## src/rtl/qpos_pkg.sv

```systemverilog
package qpos_pkg;

  localparam int unsigned ADDR_W = 6;

  localparam logic [ADDR_W-1:0] OFF_POS  = 6'h00;
  localparam logic [ADDR_W-1:0] OFF_LOAD = 6'h04;
  localparam logic [ADDR_W-1:0] OFF_MAX  = 6'h08;
  localparam logic [ADDR_W-1:0] OFF_DEC  = 6'h28;
  localparam logic [ADDR_W-1:0] OFF_CTL  = 6'h2A;

  localparam int unsigned SRC_MSB  = 15;
  localparam int unsigned SRC_LSB  = 14;
  localparam int unsigned BOTH_BIT = 11;
  localparam int unsigned EN_BIT   = 3;

  typedef enum logic [1:0] {
    SRC_QUAD = 2'd0,
    SRC_DIR  = 2'd1,
    SRC_UP   = 2'd2,
    SRC_DOWN = 2'd3
  } src_mode_e;

endpackage

```

## src/rtl/qpos_sync_edge.sv

```systemverilog
module qpos_sync_edge #(
  parameter int unsigned STAGES = 2
) (
  input  logic clk,
  input  logic rst_n,
  input  logic pin,
  output logic lvl,
  output logic rise,
  output logic fall
);

  localparam int unsigned LAST = STAGES - 1;

  logic [STAGES-1:0] chain;
  logic              prev;

  generate
    if (STAGES == 1) begin : g_one
      always_ff @(posedge clk or negedge rst_n) begin
        if (!rst_n) chain <= '0;
        else        chain <= pin;
      end
    end else begin : g_many
      always_ff @(posedge clk or negedge rst_n) begin
        if (!rst_n) chain <= '0;
        else        chain <= {chain[STAGES-2:0], pin};
      end
    end
  endgenerate

  always_ff @(posedge clk or negedge rst_n) begin
    if (!rst_n) prev <= 1'b0;
    else        prev <= chain[LAST];
  end

  assign lvl  = chain[LAST];
  assign rise = chain[LAST] & ~prev;
  assign fall = ~chain[LAST] & prev;

  generate
    if (STAGES == 2) begin : g_chk
      // a detected rising edge traces back to the pin two samples earlier
      assert_rise_from_pin_R2: assert property (@(posedge clk) disable iff (!rst_n)
        rise |-> $past(pin, 2));
      assert_fall_from_pin_R2: assert property (@(posedge clk) disable iff (!rst_n)
        fall |-> !$past(pin, 2));
    end
  endgenerate

endmodule

```

## src/rtl/qpos_decode.sv

```systemverilog
module qpos_decode
  import qpos_pkg::*;
(
  input  logic      clk,
  input  logic      rst_n,
  input  src_mode_e src,
  input  logic      both_a,
  input  logic      lvl_a,
  input  logic      lvl_b,
  input  logic      rise_a,
  input  logic      fall_a,
  input  logic      rise_b,
  input  logic      fall_b,
  output logic      step_up,
  output logic      step_dn,
  output logic      phase_bad
);

  logic edge_a, edge_b, pulse_hit;

  assign edge_a    = rise_a | fall_a;
  assign edge_b    = rise_b | fall_b;
  assign pulse_hit = rise_a | (both_a & fall_a);

  always_comb begin
    step_up   = 1'b0;
    step_dn   = 1'b0;
    phase_bad = 1'b0;
    case (src)
      SRC_QUAD: begin
        if (edge_a && edge_b) begin
          phase_bad = 1'b1;
        end else if (edge_a) begin
          step_up = (lvl_a != lvl_b);
          step_dn = (lvl_a == lvl_b);
        end else if (edge_b) begin
          step_up = (lvl_a == lvl_b);
          step_dn = (lvl_a != lvl_b);
        end
      end
      SRC_DIR: begin
        step_up = rise_a & lvl_b;
        step_dn = rise_a & ~lvl_b;
      end
      SRC_UP:   step_up = pulse_hit;
      SRC_DOWN: step_dn = pulse_hit;
      default: ;
    endcase
  end

  // at most one of increment, decrement or phase error per cycle
  assert_single_step_R4: assert property (@(posedge clk) disable iff (!rst_n)
    $onehot0({step_up, step_dn, phase_bad}));
  // pulse-count modes step only on an edge of A, whatever B does
  assert_b_ignored_R6: assert property (@(posedge clk) disable iff (!rst_n)
    ((src == SRC_UP || src == SRC_DOWN) && !rise_a && !fall_a) |-> (!step_up && !step_dn));
  // direction mode never steps on a falling A
  assert_dir_rise_only_R5: assert property (@(posedge clk) disable iff (!rst_n)
    (src == SRC_DIR && !rise_a) |-> (!step_up && !step_dn));

endmodule

```

## src/rtl/qpos_core.sv

```systemverilog
module qpos_core #(
  parameter int unsigned CW = 32
) (
  input  logic          clk,
  input  logic          rst_n,
  input  logic          en,
  input  logic          wr_en,
  input  logic [CW-1:0] wr_val,
  input  logic          load_en,
  input  logic [CW-1:0] load_val,
  input  logic [CW-1:0] max_val,
  input  logic          step_up,
  input  logic          step_dn,
  input  logic          phase_bad,
  output logic [CW-1:0] pos,
  output logic          fault
);

  function automatic logic [CW-1:0] wrap_inc(input logic [CW-1:0] v, input logic [CW-1:0] top);
    return (v >= top) ? '0 : v + 1'b1;
  endfunction

  function automatic logic [CW-1:0] wrap_dec(input logic [CW-1:0] v, input logic [CW-1:0] top);
    return (v == '0 || v > top) ? top : v - 1'b1;
  endfunction

  logic wr_ok;
  logic count_go;

  assign wr_ok    = wr_en && (wr_val <= max_val);
  assign count_go = en && !wr_ok && !load_en;

  always_ff @(posedge clk or negedge rst_n) begin
    if (!rst_n) begin
      pos <= '0;
    end else if (wr_ok) begin
      pos <= wr_val;
    end else if (load_en) begin
      pos <= load_val;
    end else if (count_go && step_up) begin
      pos <= wrap_inc(pos, max_val);
    end else if (count_go && step_dn) begin
      pos <= wrap_dec(pos, max_val);
    end
  end

  always_ff @(posedge clk or negedge rst_n) begin
    if (!rst_n)                fault <= 1'b0;
    else if (en && phase_bad)  fault <= 1'b1;
  end

  assert_wrap_top_R9: assert property (@(posedge clk) disable iff (!rst_n)
    (count_go && step_up && pos == max_val) |=> (pos == '0));
  assert_wrap_zero_R9: assert property (@(posedge clk) disable iff (!rst_n)
    (count_go && step_dn && pos == '0) |=> (pos == $past(max_val)));
  assert_hold_off_R8: assert property (@(posedge clk) disable iff (!rst_n)
    (!en && !wr_en && !load_en) |=> $stable(pos));
  assert_reject_high_R10: assert property (@(posedge clk) disable iff (!rst_n)
    (wr_en && wr_val > max_val && !load_en && !en) |=> $stable(pos));
  assert_write_wins_R11: assert property (@(posedge clk) disable iff (!rst_n)
    (wr_en && wr_val <= max_val) |=> (pos == $past(wr_val)));
  assert_load_wins_R11: assert property (@(posedge clk) disable iff (!rst_n)
    (load_en && !wr_en) |=> (pos == $past(load_val)));
  assert_fault_sticky_R4: assert property (@(posedge clk) disable iff (!rst_n)
    fault |=> fault);

endmodule

```

## src/rtl/qpos_counter.sv

```systemverilog
module qpos_counter
  import qpos_pkg::*;
#(
  parameter int unsigned   CW          = 32,
  parameter int unsigned   DW          = 32,
  parameter int unsigned   SYNC_STAGES = 2,
  parameter logic [CW-1:0] MAX_RESET   = '1
) (
  input  logic              clk,
  input  logic              rst_n,
  input  logic              enc_a,
  input  logic              enc_b,
  input  logic              load_pulse,
  input  logic              reg_sel,
  input  logic              reg_we,
  input  logic [ADDR_W-1:0] reg_addr,
  input  logic [DW-1:0]     reg_wdata,
  output logic [DW-1:0]     reg_rdata,
  output logic [CW-1:0]     pos_value,
  output logic              phase_fault
);

  localparam int unsigned NCH = 2;

  logic [NCH-1:0] pins, lvl, rise, fall;

  logic [CW-1:0] load_q, max_q;
  src_mode_e     src_q;
  logic          both_q;
  logic          en_q;

  logic wr_any, wr_pos;
  logic step_up, step_dn, phase_bad;

  assign pins = {enc_b, enc_a};

  for (genvar ch = 0; ch < NCH; ch++) begin : g_in
    qpos_sync_edge #(.STAGES(SYNC_STAGES)) u_sync (
      .clk  (clk),
      .rst_n(rst_n),
      .pin  (pins[ch]),
      .lvl  (lvl[ch]),
      .rise (rise[ch]),
      .fall (fall[ch])
    );
  end

  assign wr_any = reg_sel & reg_we;
  assign wr_pos = wr_any && (reg_addr == OFF_POS);

  always_ff @(posedge clk or negedge rst_n) begin
    if (!rst_n) begin
      load_q <= '0;
      max_q  <= MAX_RESET;
      src_q  <= SRC_QUAD;
      both_q <= 1'b0;
      en_q   <= 1'b0;
    end else if (wr_any) begin
      case (reg_addr)
        OFF_LOAD: load_q <= reg_wdata[CW-1:0];
        OFF_MAX:  max_q  <= reg_wdata[CW-1:0];
        OFF_DEC: begin
          src_q  <= src_mode_e'(reg_wdata[SRC_MSB:SRC_LSB]);
          both_q <= reg_wdata[BOTH_BIT];
        end
        OFF_CTL:  en_q <= reg_wdata[EN_BIT];
        default: ;
      endcase
    end
  end

  qpos_decode u_dec (
    .clk      (clk),
    .rst_n    (rst_n),
    .src      (src_q),
    .both_a   (both_q),
    .lvl_a    (lvl[0]),
    .lvl_b    (lvl[1]),
    .rise_a   (rise[0]),
    .fall_a   (fall[0]),
    .rise_b   (rise[1]),
    .fall_b   (fall[1]),
    .step_up  (step_up),
    .step_dn  (step_dn),
    .phase_bad(phase_bad)
  );

  qpos_core #(.CW(CW)) u_core (
    .clk      (clk),
    .rst_n    (rst_n),
    .en       (en_q),
    .wr_en    (wr_pos),
    .wr_val   (reg_wdata[CW-1:0]),
    .load_en  (load_pulse),
    .load_val (load_q),
    .max_val  (max_q),
    .step_up  (step_up),
    .step_dn  (step_dn),
    .phase_bad(phase_bad),
    .pos      (pos_value),
    .fault    (phase_fault)
  );

  always_comb begin
    reg_rdata = '0;
    case (reg_addr)
      OFF_POS:  reg_rdata = DW'(pos_value);
      OFF_LOAD: reg_rdata = DW'(load_q);
      OFF_MAX:  reg_rdata = DW'(max_q);
      OFF_DEC: begin
        reg_rdata[SRC_MSB:SRC_LSB] = src_q;
        reg_rdata[BOTH_BIT]        = both_q;
      end
      OFF_CTL:  reg_rdata[EN_BIT] = en_q;
      default: ;
    endcase
  end

  // the position register reads back the live position
  assert_pos_readback_R12: assert property (@(posedge clk) disable iff (!rst_n)
    (reg_addr == OFF_POS) |-> (reg_rdata == DW'(pos_value)));
  // with counting disabled and no bus or load activity, the position holds
  assert_top_hold_R8: assert property (@(posedge clk) disable iff (!rst_n)
    (!en_q && !wr_any && !load_pulse) |=> $stable(pos_value));

endmodule

```

## config.mk

```make
export PLATFORM = sky130hd
export DESIGN_NAME = qpos_counter
export DESIGN_NICKNAME = d
export VERILOG_FILES = /design/src/rtl/qpos_pkg.sv /design/src/rtl/qpos_sync_edge.sv /design/src/rtl/qpos_decode.sv /design/src/rtl/qpos_core.sv /design/src/rtl/qpos_counter.sv
export SDC_FILE = /design/constraint.sdc
export NUM_CORES = 1
export LEC_CHECK = 0
export ABC_AREA = 1
export BUFFER_PORTS_ARGS = -buffer_cell sky130_fd_sc_hd__buf_2
export CAP_MARGIN = 20
export CORE_ASPECT_RATIO = 0.8
export CORE_MARGIN = 2
export CORE_UTILIZATION = 60
export DETAILED_ROUTE_END_ITERATION = 10
export HOLD_SLACK_MARGIN = 0.02
export PLACE_DENSITY = 0.81
export SLEW_MARGIN = 20
export SYNTH_ARGS = -nofsm -noshare
export SYNTH_HDL_FRONTEND = slang
export SYNTH_HIERARCHICAL = 1
export SYNTH_SLANG_ARGS = --single-unit
```

## constraint.sdc

```tcl
create_clock -name clk -period 3.6 [get_ports clk]
set_clock_uncertainty 0.2 [all_clocks]
set_input_delay 0.18 -clock clk [delete_from_list [all_inputs] [get_ports clk]]
set_output_delay 0.18 -clock clk [all_outputs]
set_load 0.02 [all_outputs]
```

======== Word level (Yosys, flattened, before mapping) ========
Cells that the tools add are included.
W data, S select, Z words.
storage, ports and cells
  bits in registers ....................... 107
  bits in latches ......................... 0
  RAM bits ................................ 0
  ROM bits ................................ 0
  input bits .............................. 45
  output and inout bits ................... 65
  word-level logic and storage cells ...... 82
  memories ................................ 0
cells by class
  $add $sub $neg .......................... 2
  multiply operators ...................... 0
  divide/modulo/power cells ............... 0
  $lt $le $gt $ge ......................... 3
  eq/ne operators ......................... 9
  shift operators ......................... 0
  mux-type cells .......................... 23
  bitwise operators ....................... 15
  reductions and logical operators ........ 19
operators with widths
  operator                 number
  $mux W32                 6
  $pmux W16 S3             1
  $add A32 B1 Y32 const B  1
  $ge A32 B32 Y1           1
  $gt A32 B32 Y1           1
  $le A32 B32 Y1           1
  $logic_not A32 Y1        1
  $sub A32 B1 Y32 const B  1
  $pmux W7 S3              1
  $eq A6 B6 Y1 const B     2
  $pmux W3 S3              1
  $and A1 B1 Y1            8
  $logic_and A1 B1 Y1      8
  $mux W1                  8
  $pmux W1 S4              2
  $pmux W2 S4              1
  $reduce_and A2 Y1        4
  $eq A6 B3 Y1 const B     1
  $eq A6 B4 Y1 const B     1
  $logic_not A6 Y1         1
  $pmux W1 S3              2
  $pmux W2 S3              1
  $eq A2 B2 Y1 const B     2
  $not A1 Y1               4
  8 further kinds          11

======== Logic depth before layout (Yosys ltp) ========
  depth after elaboration ................. 12
  gate-level depth with buffers ........... 23
  depth with buffers taken out ............ 22

======== Modules after synthesis ========
The synthesis kept the hierarchy.
modules (own cells, without submodules)
  module          instances  cells an instance  area an instance (sq um)  seq. area each (sq um)
  qpos_core       1          1,117              6,424.9                   825.8
  qpos_counter    1          485                3,589.7                   1,741.7
  qpos_sync_edge  2          7                  90.1                      75.1
  qpos_decode     1          38                 166.4                     0.0

======== Least setup slack after synthesis ========
OpenSTA, ideal clock, no wires.
  path kind ............................... register to register
  start point ............................. register u_core.pos[23]
  end point ............................... register u_core.pos[28]
  setup time .............................. 116 ps
  arrival ................................. 2,201 ps
  data required time ...................... 3,284 ps
  path slack .............................. 1,083 ps
  stages on the path, launching flop included .. 15
  buffers on the path ..................... 2
  period minus slack after synthesis ...... 2,517 ps
  path through ............................ dfrtp_1 -> ha_1 -> a21o_1 -> nor2_1 -> nand2_1 -> a21oi_1 -> nand3_1 -> nand2_4 -> nand2_2 -> buf_6 -> buf_6 -> o211ai_1 -> nand2_1 -> nand2_1 -> nand2_1
between the ends
  word-level cells in the longest chain between the ends .. 7
  elaborated cells between the ends (all ways) .. 12
  classes of those cells .................. add/sub (2); order compare (2); mux (6); reduce/logical (2)
RTL lines
  item                                                 RTL line         RTL
  from (decl)                                          qpos_core.sv:15  output logic [CW-1:0] pos,
  from (signal assigned)                               qpos_core.sv:37  pos <= wr_val;
  from (signal assigned)                               qpos_core.sv:39  pos <= load_val;
  from (signal assigned)                               qpos_core.sv:41  pos <= wrap_inc(pos, max_val);
  $gt A32 B32 Y1 or $logic_not A32 Y1 (tied branches)  qpos_core.sv:24  return (v == '0 || v > top) ? top : v - 1'b1;
  $logic_or A1 B1 Y1                                   qpos_core.sv:24
  $mux W32                                             qpos_core.sv:24
  $mux W32                                             qpos_core.sv:42  end else if (count_go && step_dn) begin
  $mux W32 *                                           qpos_core.sv:40  end else if (count_go && step_up) begin
  $mux W32 *                                           qpos_core.sv:38  end else if (load_en) begin
  $mux W32 *                                           qpos_core.sv:36  end else if (wr_ok) begin
Every way passes the cells marked *; elsewhere a longest branch is shown, timed or not. The select of a mux whose other input is x is not followed.
A chain may end at the register's enable or synchronous reset.

======== Worst setup path after layout ========
  start point ............................. register max_q[31]
  end point ............................... register u_core.pos[6]
between the ends
  word-level cells in the longest chain between the ends .. 9
  elaborated cells between the ends (all ways) .. 17
  classes of those cells .................. order compare (3); mux (6); reduce/logical (8)
RTL lines
  item                               RTL line            RTL
  from (decl)                        qpos_counter.sv:27  logic [CW-1:0] load_q, max_q;
  from (signal assigned)             qpos_counter.sv:61  OFF_MAX: max_q <= reg_wdata[CW-1:0];
  $le A32 B32 Y1                     qpos_core.sv:30     assign wr_ok = wr_en && (wr_val <= max_val);
  $logic_and A1 B1 Y1                qpos_core.sv:30
  $logic_not A1 Y1                   qpos_core.sv:31     assign count_go = en && !wr_ok && !load_en;
  $logic_and A1 B1 Y1 (2 in series)  qpos_core.sv:31
  $logic_and A1 B1 Y1                qpos_core.sv:40
  $mux W32                           qpos_core.sv:40
  $mux W32                           qpos_core.sv:38
  $mux W32                           qpos_core.sv:36
Parallel ways exist; a longest one is shown, timed or not. The select of a mux whose other input is x is not followed.

==> flow_metrics.env <==
export IMPL_setup_viol=0
export IMPL_grt_usage_pct=41.2
export IMPL_tightest_slew_ps=1010
export IMPL_clock_latency_ps=360
export IMPL_path_depth=17
export IMPL_drt_wl_total_um=37500
export IMPL_path_delay_family="simple AND/OR/NAND/NOR gates"
export IMPL_port_buffers=109
export IMPL_p_leak_nw=6.20
export IMPL_drc_errors=0
export IMPL_end_kind="flop"
export IMPL_cts_setup_buffers=0
export IMPL_drt_iter0_drc=1255
export IMPL_cp_buffers_inverters=2
export IMPL_tns_ps=0
export IMPL_vias_per_cell=5.90
export IMPL_netlist_area_um2=10400
export IMPL_multi_input_area_um2=6580
export IMPL_tritoncts="built"
export IMPL_syn_nets=1766
export IMPL_slew_headroom_pct=32.3
export IMPL_cts_num_sinks=107
export IMPL_diodes=0
export IMPL_final_cell_area_um2=11700
export IMPL_io_pins=110
export IMPL_start_util_pct=62.0
export IMPL_hold_path_class="in -> reg"
export IMPL_swShare_pct=51.3
export IMPL_fin_crit_ps=3360
export IMPL_crit_fanout=14
export IMPL_status="completed"
export IMPL_ys_types=40
export IMPL_yosysWarnings=6
export IMPL_ys_seq_area_share_pct=26.2
export IMPL_holdPathStages=5
export IMPL_p_comb_share_pct=61.1
export IMPL_reg2regPathDepth=17
export IMPL_postSynthCellCount=1654
export IMPL_power_frac_seq_pct=24.2
export IMPL_gp_congestion=1.05
export IMPL_finalMaxSlewViolations=0
export IMPL_antenna_left=0
export IMPL_grt_pass1_vias=10900
export IMPL_grt_pass1_wl_um=58500
export IMPL_p_per_area_nw_per_um2=587
export IMPL_ir_drop_uv=483
export IMPL_p_clk_share_pct=14.7
export IMPL_ctsLongestPathBuffers=2
export IMPL_dp_hpwl_um=27200
export IMPL_vias=11800
export IMPL_cp_start_kind="flop"
export IMPL_core_area_um2=16700
export IMPL_grt_overflow=0
export IMPL_synth_compound_area_share_pct=6.19
export IMPL_muxShareOfSynthArea_pct=0
export IMPL_num_rows=42
export IMPL_synth_simple_area_share_pct=45.4
export IMPL_p_int_w=0.00336
export IMPL_worstPathCellList="inv_1, ha_1, nand2_1, nor3_2, and3_1, nand2_1, nand2_1, nand2_1, nand2_2, nand3_2, buf_4, nand2_1, nand2_1, nand2_1, nand2_1, nand2_1, nand2_1"
export IMPL_finalCritPeriodShare_pct=93.3
export IMPL_synth_fa_ha_area_share_pct=8.09
export IMPL_finalHoldViolations=0
export IMPL_firstDrtPassIters=6
export IMPL_dieArea_um2=18300
export IMPL_cts_max_level=3
export IMPL_crit_arrival_ps=3420
export IMPL_register_area_um2=2720
export IMPL_worstSetupPathType="reg -> reg"
export IMPL_max_freq_mhz=298
export IMPL_nFillCells=1454
export IMPL_drive_gt1_share_pct=14.4
export IMPL_grt_max_degree=62
export IMPL_root_buffer="clkbuf_16"
export IMPL_crit_slowest_cell="dfstp_2"
export IMPL_cpMostUsedCell="nand2_1"
export IMPL_post_cts_resized=0
export IMPL_area_growth_pct=13.3
export IMPL_synth_seq_cells=107
export IMPL_numCtsBuffers=9
export IMPL_synth_top_family_by_area="simple AND/OR/NAND/NOR gates"
export IMPL_rsz0062_at_grt="no"
export IMPL_die_w_um=151
export IMPL_synth_avg_cell_area_um2=6.26
export IMPL_placed_area_um2=11100
export IMPL_synth_xor_area_share_pct=3.72
export IMPL_worst_path_largest_cell_delay_ps=570
export IMPL_antenna_found_initial=0
export IMPL_wl_per_cell_um=18.7
export IMPL_clkTransAtPathRegs_ps=80
export IMPL_final_nets=1886
export IMPL_cap_violations=0
export IMPL_required_ps=3660
export IMPL_p_sw_w=0.00354
export IMPL_die_h_um=122
==> flip-flops by register name (all words and copies together), names as in the netlist <==
signal,cells
both_q,1
u_core/pos,32
load_q,32
en_q,1
max_q,32
u_core/fault,1
g_in.u_sync/chain,4
src_q,2
g_in.u_sync/prev,2
==> cells in the final DEF, fill, tap and decap left out, drive strengths merged, types with 5 or more instances in the layout <==
cell and instances:
nand2 678, buf 158, inv 157, nor2 150, nand3 117, dfrtp 75, nand4 72, ha 67
a21oi 66, o21ai 46, xor2 39, dlygate4sd3 36, dfstp 32, nor3 25, nand3b 23, clkbuf 11
a21o 5, xnor2 5
==> metrics by stage <==
stage          hold slack (ps)  utilization [%]  std cells  worst slack [ps]  power [W]
2_1_floorplan             -316                -       1654              1080    0.00455
3_3_place_gp              30.8             66.4       1947               362    0.00563
3_5_place_dp              27.2             66.4       1947               378    0.00572
4_1_cts                   38.3             70.2       1999               322    0.00678
5_1_grt                   85.5             70.2       1999               115    0.00743
6_report                  36.5             70.2       1999               240    0.00690
==> synth_stat cells, drive strengths merged <==
cell type / n / share of area [%]
a31oi: 1 / 0.060
nand4: 72 / 4.6
dfstp: 32 / 8.1
and3: 1 / 0.060
clkbuf: 22 / 0.80
nand2: 678 / 25
nor4: 4 / 0.39
o21ai: 46 / 2.2
buf: 63 / 3.9
dfrtp: 75 / 18
o211ai: 1 / 0.072
a21o: 5 / 0.36
xor2: 39 / 3.3
or2: 3 / 0.18
ha: 67 / 8.1
nand3: 117 / 6.0
a21oi: 66 / 3.2
inv: 155 / 5.6
o21a: 4 / 0.29
nor3: 25 / 1.5
xnor2: 5 / 0.42
nand3b: 23 / 1.7
nor2: 150 / 6.3
==> repair_timing <==
item | in CTS | in global routing
endpoints found under the setup margin | 0 | 0
hold endpoints to repair | 130 | 0
hold buffers | 36 | 0
==> metal layers <==
| layer | vias to the layer above | wire (µm) | track usage, % |
|---|---|---|---|
| li1 | 5531 | - | - |
| met1 | 5471 | 16000 | 58.7 |
| met2 | 724 | 16400 | 62.4 |
| met3 | 77 | 4410 | 9.93 |
| met4 | 0 | 654 | 11.9 |
| met5 | - | 0 | 0 |
==> cells by family after synthesis <==
kind of cell	count (synthesis)
AO/OA/AOI/OAI	123
XOR/XNOR	44
adder cells (fa/ha/maj)	67
buffers and inverters	240
flip-flops	107
AND/OR/NAND/NOR	1073
==> power by group through the flow <==
| stage | logic (W) | registers, W | clock network [W] |
|---|---|---|---|
| floorplan | 0.00278 | 0.00177 | 0 |
| global placement | 0.00395 | 0.00167 | 0 |
| detailed placement | 0.00404 | 0.00168 | 0 |
| CTS | 0.00410 | 0.00166 | 0.00101 |
| global route | 0.00467 | 0.00169 | 0.00107 |
| finish | 0.00421 | 0.00167 | 0.00101 |
==> worst reg2reg max path, stage by stage (launching register included) <==
cell and delay [ps]:
dfstp_2 570, inv_1 80, ha_1 300, nand2_1 110, nor3_2 360, and3_1 320
nand2_1 90, nand2_1 60, nand2_1 60, nand2_2 170, nand3_2 250, buf_4 320
nand2_1 80, nand2_1 50, nand2_1 70, nand2_1 80, nand2_1 70, nand2_1 50
==> cell type report <==
class | count | area share [%]
Sequential cell | 107 | 23.2
Inverter | 155 | 4.96
Timing Repair Buffer | 194 | 11.1
Tap cell | 220 | 2.34
Clock buffer | 11 | 2.07
Multi-Input combinational cell | 1307 | 56.0
Clock inverter | 5 | 0.384
==> final timing paths <==
path                                          from  slack [ps]                 endpoint
max                                      max_q[31]         240            u_core/pos[6]
min                                    reg_addr[1]          40                     en_q
max reg2reg                              max_q[31]         240            u_core/pos[6]
min reg2reg                g_in[1].u_sync/chain[0]         150  g_in[1].u_sync/chain[1]
max in group asynchronous                    rst_n        2180                max_q[16]
min in group asynchronous                    rst_n         190                load_q[4]
(Power assumes the default switching activity.)
